===== src/rtl/pm_pkg.sv =====
package pm_pkg;
  localparam int unsigned PM_W = 32;
  localparam int unsigned LEN_W = 6;
  localparam int unsigned LEN_MIN = 4;

  localparam logic [1:0] A_CTRL = 2'd0;
  localparam logic [1:0] A_ALT  = 2'd1;
  localparam logic [1:0] A_CMP  = 2'd2;
  localparam logic [1:0] A_DDR  = 2'd3;

  localparam int unsigned CTRL_SRC_BIT  = 8;
  localparam int unsigned CTRL_TRIG_BIT = 9;

  typedef enum logic [2:0] {
    ST_IDLE, ST_LEAD, ST_HIGH, ST_LOW, ST_TRAIL, ST_GAP
  } pm_state_e;

  // clamp the programmed length into the legal window
  function automatic logic [LEN_W-1:0] pm_eff_len(input logic [LEN_W-1:0] raw);
    if (raw < LEN_W'(LEN_MIN)) return LEN_W'(LEN_MIN);
    if (raw > LEN_W'(PM_W)) return LEN_W'(PM_W);
    return raw;
  endfunction

  // ones in every bit position below the frame length
  function automatic logic [PM_W-1:0] pm_len_mask(input logic [LEN_W-1:0] len);
    logic [PM_W-1:0] m;
    for (int i = 0; i < int'(PM_W); i++) m[i] = (i < int'(len));
    return m;
  endfunction
endpackage


===== src/rtl/pm_regs.sv =====
module pm_regs
  import pm_pkg::*;
(
  input  logic            clk,
  input  logic            rst_n,
  input  logic [PM_W-1:0] pins_in,
  input  logic            bus_wen,
  input  logic [1:0]      bus_addr,
  input  logic [PM_W-1:0] bus_wdata,
  output logic [PM_W-1:0] bus_rdata,
  input  logic            start,
  input  logic            done,
  input  logic [PM_W-1:0] tx_frame,
  input  logic [PM_W-1:0] rx_frame,
  output logic [PM_W-1:0] src_frame,
  output logic [PM_W-1:0] cmp_frame,
  output logic [LEN_W-1:0] eff_len,
  output logic            trig_pend,
  output logic [PM_W-1:0] ddr_frame
);
  logic [PM_W-1:0]  samp_q, alt_q, cmp_q, ddr_q;
  logic [LEN_W-1:0] len_q;
  logic             src_q, trig_q;
  logic             wr_ctrl, wr_alt;

  assign wr_ctrl = bus_wen && (bus_addr == A_CTRL);
  assign wr_alt  = bus_wen && (bus_addr == A_ALT);

  always_ff @(posedge clk or negedge rst_n) begin
    if (!rst_n) begin
      samp_q <= '0;
      alt_q  <= '0;
      cmp_q  <= '0;
      ddr_q  <= '0;
      len_q  <= LEN_W'(PM_W);
      src_q  <= 1'b0;
      trig_q <= 1'b0;
    end else begin
      samp_q <= pins_in;
      if (wr_ctrl) begin
        len_q <= bus_wdata[LEN_W-1:0];
        src_q <= bus_wdata[CTRL_SRC_BIT];
      end
      if (wr_alt) alt_q <= bus_wdata;
      if (wr_ctrl && bus_wdata[CTRL_TRIG_BIT]) trig_q <= 1'b1;
      else if (start)                          trig_q <= 1'b0;
      if (done) begin
        cmp_q <= tx_frame;
        ddr_q <= rx_frame;
      end
    end
  end

  assign eff_len   = pm_eff_len(len_q);
  assign src_frame = (src_q ? alt_q : samp_q) & pm_len_mask(eff_len);
  assign cmp_frame = cmp_q;
  assign trig_pend = trig_q;
  assign ddr_frame = ddr_q;

  always_comb begin
    case (bus_addr)
      A_CTRL:  bus_rdata = {{(PM_W-CTRL_SRC_BIT-1){1'b0}}, src_q,
                            {(CTRL_SRC_BIT-LEN_W){1'b0}}, len_q};
      A_ALT:   bus_rdata = alt_q;
      A_CMP:   bus_rdata = cmp_q;
      default: bus_rdata = ddr_q;
    endcase
  end

  // parallel outputs only move on a completed frame
  assert_ddr_frame_only_R7: assert property (@(posedge clk) disable iff (!rst_n)
    !done |=> $stable(ddr_q));

  // last-sent copy follows the frame the engine just finished
  assert_cmp_update_R6: assert property (@(posedge clk) disable iff (!rst_n)
    done |=> (cmp_q == $past(tx_frame)));

  // last-sent copy holds between completions
  assert_cmp_hold_R6: assert property (@(posedge clk) disable iff (!rst_n)
    !done |=> $stable(cmp_q));
endmodule


===== src/rtl/pm_engine.sv =====
module pm_engine
  import pm_pkg::*;
#(
  parameter int unsigned HALF_DIV   = 2,
  parameter int unsigned GAP_HALVES = 4
)(
  input  logic             clk,
  input  logic             rst_n,
  input  logic [PM_W-1:0]  src_frame,
  input  logic [PM_W-1:0]  cmp_frame,
  input  logic             trig_pend,
  input  logic [LEN_W-1:0] eff_len,
  input  logic             sdi,
  output logic             sck,
  output logic             cs_n,
  output logic             sdo,
  output logic             start,
  output logic             done,
  output logic [PM_W-1:0]  tx_frame,
  output logic [PM_W-1:0]  rx_frame
);
  localparam int unsigned GAP_CYC = HALF_DIV * GAP_HALVES;
  localparam int unsigned CNT_W   = $clog2(GAP_CYC + 1);
  localparam int unsigned IDX_W   = $clog2(PM_W);

  pm_state_e        state_q;
  logic [CNT_W-1:0] cnt_q;
  logic [IDX_W-1:0] bit_q;
  logic [LEN_W-1:0] len_q;
  logic [PM_W-1:0]  tx_q, rx_q;
  logic             sck_q, cs_n_q, sdo_q;
  logic             frame_differs, half_end, gap_end;

  // named events for the assertions
  assign frame_differs = (src_frame != cmp_frame);
  assign start    = (state_q == ST_IDLE) && (frame_differs || trig_pend);
  assign half_end = (cnt_q == CNT_W'(HALF_DIV - 1));
  assign gap_end  = (cnt_q == CNT_W'(GAP_CYC - 1));
  assign done     = (state_q == ST_TRAIL) && half_end;

  always_ff @(posedge clk or negedge rst_n) begin
    if (!rst_n) begin
      state_q <= ST_IDLE;
      cnt_q   <= '0;
      bit_q   <= '0;
      len_q   <= LEN_W'(PM_W);
      tx_q    <= '0;
      rx_q    <= '0;
      sck_q   <= 1'b0;
      cs_n_q  <= 1'b1;
      sdo_q   <= 1'b0;
    end else begin
      cnt_q <= cnt_q + 1'b1;
      unique case (state_q)
        ST_IDLE: begin
          cnt_q <= '0;
          if (start) begin
            state_q <= ST_LEAD;
            cs_n_q  <= 1'b0;
            tx_q    <= src_frame;
            rx_q    <= '0;
            len_q   <= eff_len;
            bit_q   <= IDX_W'(eff_len - 1'b1);
          end
        end
        ST_LEAD: if (half_end) begin
          cnt_q   <= '0;
          state_q <= ST_HIGH;
          sck_q   <= 1'b1;
          sdo_q   <= tx_q[bit_q];
        end
        ST_HIGH: if (half_end) begin
          cnt_q   <= '0;
          sck_q   <= 1'b0;
          rx_q    <= {rx_q[PM_W-2:0], sdi};
          state_q <= (bit_q == '0) ? ST_TRAIL : ST_LOW;
        end
        ST_LOW: if (half_end) begin
          cnt_q   <= '0;
          sck_q   <= 1'b1;
          bit_q   <= bit_q - 1'b1;
          sdo_q   <= tx_q[bit_q - 1'b1];
          state_q <= ST_HIGH;
        end
        ST_TRAIL: if (half_end) begin
          cnt_q   <= '0;
          cs_n_q  <= 1'b1;
          sdo_q   <= 1'b0;
          state_q <= ST_GAP;
        end
        ST_GAP: if (gap_end) begin
          cnt_q   <= '0;
          state_q <= ST_IDLE;
        end
        default: state_q <= ST_IDLE;
      endcase
    end
  end

  assign sck      = sck_q;
  assign cs_n     = cs_n_q;
  assign sdo      = sdo_q;
  assign tx_frame = tx_q;
  assign rx_frame = rx_q & pm_len_mask(len_q);

  // checker state: falling edges per frame and idle run of the select line
  logic             sck_d;
  logic [LEN_W-1:0] fall_cnt;
  logic [CNT_W-1:0] idle_run;

  always_ff @(posedge clk or negedge rst_n) begin
    if (!rst_n) begin
      sck_d    <= 1'b0;
      fall_cnt <= '0;
      idle_run <= CNT_W'(GAP_CYC);
    end else begin
      sck_d <= sck_q;
      if (start)                 fall_cnt <= '0;
      else if (sck_d && !sck_q)  fall_cnt <= fall_cnt + 1'b1;
      if (!cs_n_q)                            idle_run <= '0;
      else if (idle_run != CNT_W'(GAP_CYC))   idle_run <= idle_run + 1'b1;
    end
  end

  assert_sck_idle_low_R8: assert property (@(posedge clk) disable iff (!rst_n)
    cs_n_q |-> !sck_q);

  assert_sdo_hold_high_R8: assert property (@(posedge clk) disable iff (!rst_n)
    (sck_q && $past(sck_q)) |-> $stable(sdo_q));

  assert_start_when_idle_R4: assert property (@(posedge clk) disable iff (!rst_n)
    start |-> (cs_n_q && !sck_q));

  assert_bit_count_R3: assert property (@(posedge clk) disable iff (!rst_n)
    done |=> (fall_cnt == len_q));

  assert_min_gap_R10: assert property (@(posedge clk) disable iff (!rst_n)
    $fell(cs_n_q) |-> ($past(idle_run) == CNT_W'(GAP_CYC)));
endmodule


===== src/rtl/pinmirror_port.sv =====
module pinmirror_port
  import pm_pkg::*;
#(
  parameter int unsigned HALF_DIV   = 2,
  parameter int unsigned GAP_HALVES = 4
)(
  input  logic            clk,
  input  logic            rst_n,
  input  logic [PM_W-1:0] pins_in,
  output logic [PM_W-1:0] pins_out,
  input  logic            bus_wen,
  input  logic [1:0]      bus_addr,
  input  logic [PM_W-1:0] bus_wdata,
  output logic [PM_W-1:0] bus_rdata,
  output logic            sck,
  output logic            cs_n,
  output logic            sdo,
  input  logic            sdi
);
  logic             start, done, trig_pend;
  logic [PM_W-1:0]  tx_frame, rx_frame, src_frame, cmp_frame;
  logic [LEN_W-1:0] eff_len;

  pm_regs u_regs (
    .clk       (clk),
    .rst_n     (rst_n),
    .pins_in   (pins_in),
    .bus_wen   (bus_wen),
    .bus_addr  (bus_addr),
    .bus_wdata (bus_wdata),
    .bus_rdata (bus_rdata),
    .start     (start),
    .done      (done),
    .tx_frame  (tx_frame),
    .rx_frame  (rx_frame),
    .src_frame (src_frame),
    .cmp_frame (cmp_frame),
    .eff_len   (eff_len),
    .trig_pend (trig_pend),
    .ddr_frame (pins_out)
  );

  pm_engine #(
    .HALF_DIV   (HALF_DIV),
    .GAP_HALVES (GAP_HALVES)
  ) u_engine (
    .clk       (clk),
    .rst_n     (rst_n),
    .src_frame (src_frame),
    .cmp_frame (cmp_frame),
    .trig_pend (trig_pend),
    .eff_len   (eff_len),
    .sdi       (sdi),
    .sck       (sck),
    .cs_n      (cs_n),
    .sdo       (sdo),
    .start     (start),
    .done      (done),
    .tx_frame  (tx_frame),
    .rx_frame  (rx_frame)
  );
endmodule


===== config.mk =====
export PLATFORM = sky130hd
export DESIGN_NAME = pinmirror_port
export DESIGN_NICKNAME = d
export VERILOG_FILES = /design/src/rtl/pm_pkg.sv /design/src/rtl/pm_regs.sv /design/src/rtl/pm_engine.sv /design/src/rtl/pinmirror_port.sv
export SDC_FILE = /design/constraint.sdc
export NUM_CORES = 1
export LEC_CHECK = 0
export ABC_AREA = 1
export BUFFER_PORTS_ARGS = -buffer_cell sky130_fd_sc_hd__buf_2
export CAP_MARGIN = 5
export CORE_MARGIN = 5
export CORE_UTILIZATION = 50
export CTS_CLUSTER_DIAMETER = 120
export CTS_CLUSTER_SIZE = 30
export DETAILED_ROUTE_END_ITERATION = 7
export GPL_ROUTABILITY_DRIVEN = 0
export PLACE_DENSITY = 0.7
export SLEW_MARGIN = 15
export SYNTH_ARGS = -nofsm -noshare
export SYNTH_HDL_FRONTEND = slang
export SYNTH_SLANG_ARGS = --single-unit

===== constraint.sdc =====
create_clock -name clk -period 7.5 [get_ports clk]
set_clock_uncertainty 0.15 [all_clocks]
set_input_delay 0 -clock clk [delete_from_list [all_inputs] [get_ports clk]]
set_output_delay 0 -clock clk [all_outputs]
set_load 0.005 [all_outputs]

==> flow_metrics.tcl <==
set metrics [dict create \
    status "completed" \
    track_usage_pct 28.8 \
    path_cells "nor2_8 > nand2_2 > nand3_1 > ha_1 > o21ai_0 > nand2_1 > nand2_1 > nand4_1 > nor2_1 > nand2_1 > nor2_1 > nand3_2 > nand2_4 > nand2_1 > nand2_1 > nand2_1" \
    num_vias 10300 \
    synth_nets 1445 \
    cts.path.max_buffers 3 \
    wirelength_um 36100 \
    numCtsBuffers 11 \
    synth-seq-area-share_pct 50.3 \
    yosys_warnings 0 \
    synth_edf_count 0 \
    cts.sinks 221 \
    hold_viol 0 \
    slew_headroom_pct 25.4 \
    ys_async_sr_fraction_pct 100 \
    ir_worst_vdd_uv 254 \
    portBuffers 136 \
    antenna_found_initial 2 \
    coreArea_um2 21800 \
    whs_ns 0.00184 \
    insertion_delay_ns 0.49 \
    finish.instance_area_um2 12900 \
    cts_resized 0 \
    cts_root_buffer "clkbuf_16" \
    synth_top_area_share_pct 49.6 \
    htreeDepth 1 \
    row_count 54 \
    slew_violations 0 \
    totalPowerFinal_w 0.00392 \
    dr.pass1.iters 5 \
    syn_inst 1369 \
    cpMaxStageDelayCell "nand2_4" \
    max_freq_mhz 233 \
    startpoint_type "flip-flop" \
    grt.overflow.total 0 \
    path_common_cell "nand2_1" \
    grt_pass1_vias 9823 \
    p_leak_nw 6.37 \
    setup_viol 0 \
    cts_tree "built" \
    worstSetupPathType "flip-flop to flip-flop" \
    die-area_um2 25000 \
    stdcell_count 1822 \
    drt_iter0_drc 1192 \
    netlist_top_cells_count "441 x nand2_1, 218 x dfrtp_1, 149 x o21ai_0" \
    grt_pass1_wl_um 56000 \
    crit_buf_inv 0 \
    place_hpwl_um 24900 \
    start_util_pct 50.5 \
    path_max_fanout 115 \
    ant_nets 0 \
    synth_seq_cells 221 \
    rsz0062_at_grt "false" \
    die_h_um 158 \
    critPathRequiredTime_ns 7.73 \
    drive_above_1_share_pct 13.3 \
    drc 0 \
    syn-mean-instance-area_um2 8.03 \
    viasPerCell 5.67 \
    cp.arrival_ns 4.52 \
    clkSlewWorstSetupHoldPaths_ns 0.12 \
    synth_most_common_cell "nand2_1" \
    dp_cells 1727 \
    fp.dieW_um 158 \
    worstMarginPinSlew_ns 1.12 \
    cp_top_family "simple AND/OR/NAND/NOR gates" \
    period_needed_ns 4.29 \
    end_kind "flip-flop" \
    yosys-top-cells-area "dfrtp_1 50%, nand2_1 15%, o21ai_0 6.8%, inv_1 4.7%, nand3_1 4.5%" \
    finalSetupTns_ns 0 \
    cap_violations 0 \
    wire_per_inst_um 19.8 \
    yosysUniqueCellTypes 43 \
    syn_to_final_growth_pct 17.3 \
    nets 1613 \
    holdCritPathClass "input pin to flip-flop" \
    yosysTopAreaCell "dfrtp_1" \
    placed_area_um2 11800 \
    finalCritPeriodShare_pct 57.2 \
    grt_max_degree 116 \
    ys.flop_type "dfrtp_1" \
    cpPeakStageDelay_ns 0.82 \
    cellPowerDensity_nw_per_um2 304 \
    pin_count 137 \
    syn_area_um2 11000 \
]
metal layers:
metal	GRT usage, %	up-vias	wire length (um)
met1	41.2	4926	15200
li1	-	4824	-
met5	0	-	7
met4	11.2	2	1610
met3	5.95	73	3390
met2	43.5	509	15800
placed cells by master, fill, tap and decap left out, drive strengths merged, types with 11 or more instances in the layout:
cell         synthesis  final
nand2              445    445
dfrtp              218    218
o21ai              154    154
buf                 28    146
inv                142    143
nand3              102    102
dlygate4sd3          0     76
nor2                70     70
a21oi               28     28
o221ai              23     23
mux2                22     22
nand4               19     19
clkbuf              39     15
o2111ai             12     12
xor2                11     11
o211ai              11     11
o22ai               11     11
metrics by stage:
stage,worst slack (ns),util [%]
floorplan,4.65,-
global placement,3.54,54.2
detailed placement,3.35,54.2
CTS,3.29,59.2
global route,2.78,59.3
finish,3.21,59.3
cell families (layout without fill, tap and decap cells):
kind of cell	after synthesis	after routing	share of synthesized area [%]
buf+inv	212	384	7.92
simple gates	642	642	24.3
mux	22	22	2.25
fa+ha+maj	6	6	0.683
other cells	0	1	0
xor+xnor	12	12	0.956
compound gates	254	254	13.6
flops	221	221	50.3
registers in the layout, summed over array words and instances (netlist names):
name               cells
u_engine.rx_q         32
u_engine.tx_frame     32
u_regs.alt_q          32
u_regs.cmp_frame      32
u_regs.ddr_frame      32
u_regs.samp_q         32
u_engine.len_q         6
u_regs.len_q           6
u_engine.bit_q         5
u_engine.cnt_q         4
u_engine.state_q       3
u_engine.cs_n          1
u_engine.sck           1
u_engine.sdo           1
u_regs.src_q           1
u_regs.trig_pend       1
path summary, 6_finish.rpt:
| check | from | endpoint | slack (ns) | cells after the start |
|---|---|---|---|---|
| worst max-delay path | u_regs.len_q[4]$_DFFE_PN0P_ | u_engine.bit_q[1]$_DFFE_PN0P_ | 3.21 | 16 |
| worst max register to register | u_regs.len_q[4]$_DFFE_PN0P_ | u_engine.bit_q[1]$_DFFE_PN0P_ | 3.21 | 16 |
| max in group asynchronous | rst_n | u_regs.alt_q[4]$_DFFE_PN0P_ | 5.68 | 4 |
| worst min register to register | u_engine.cs_n$_DFFE_PN1P_ | u_engine.cs_n$_DFFE_PN1P_ | 0.32 | 2 |
| min in group asynchronous | rst_n | u_engine.len_q[5]$_DFFE_PN1P_ | 0.48 | 3 |
| worst min-delay path | pins_in[18] | u_regs.samp_q[18]$_DFF_PN0_ | 0.002 | 2 |
power breakdown:
group | internal [W] | switching, W
combinational | 0.000503 | 0.00104
sequential | 0.00142 | 0.000281
clock | 0.000283 | 0.000400
layout make-up:
class | instances | area (um^2)
antenna | 1 | 2.50
timing repair buffer | 222 | 1550
inverter | 145 | 544
tap | 280 | 350
multi-input combinational | 936 | 4600
clock inverter | 2 | 25.0
sequential | 221 | 5530
clock buffer | 15 | 290
fill | 1949 | 8860
repair_timing:
action / CTS / global route
setup endpoints to repair: 0 / 0
buffers inserted: 0 / 0
hold buffers: 77 / 0
endpoints found under the hold margin: 137 / 0
Note: power is estimated with default switching activity, not from simulation.
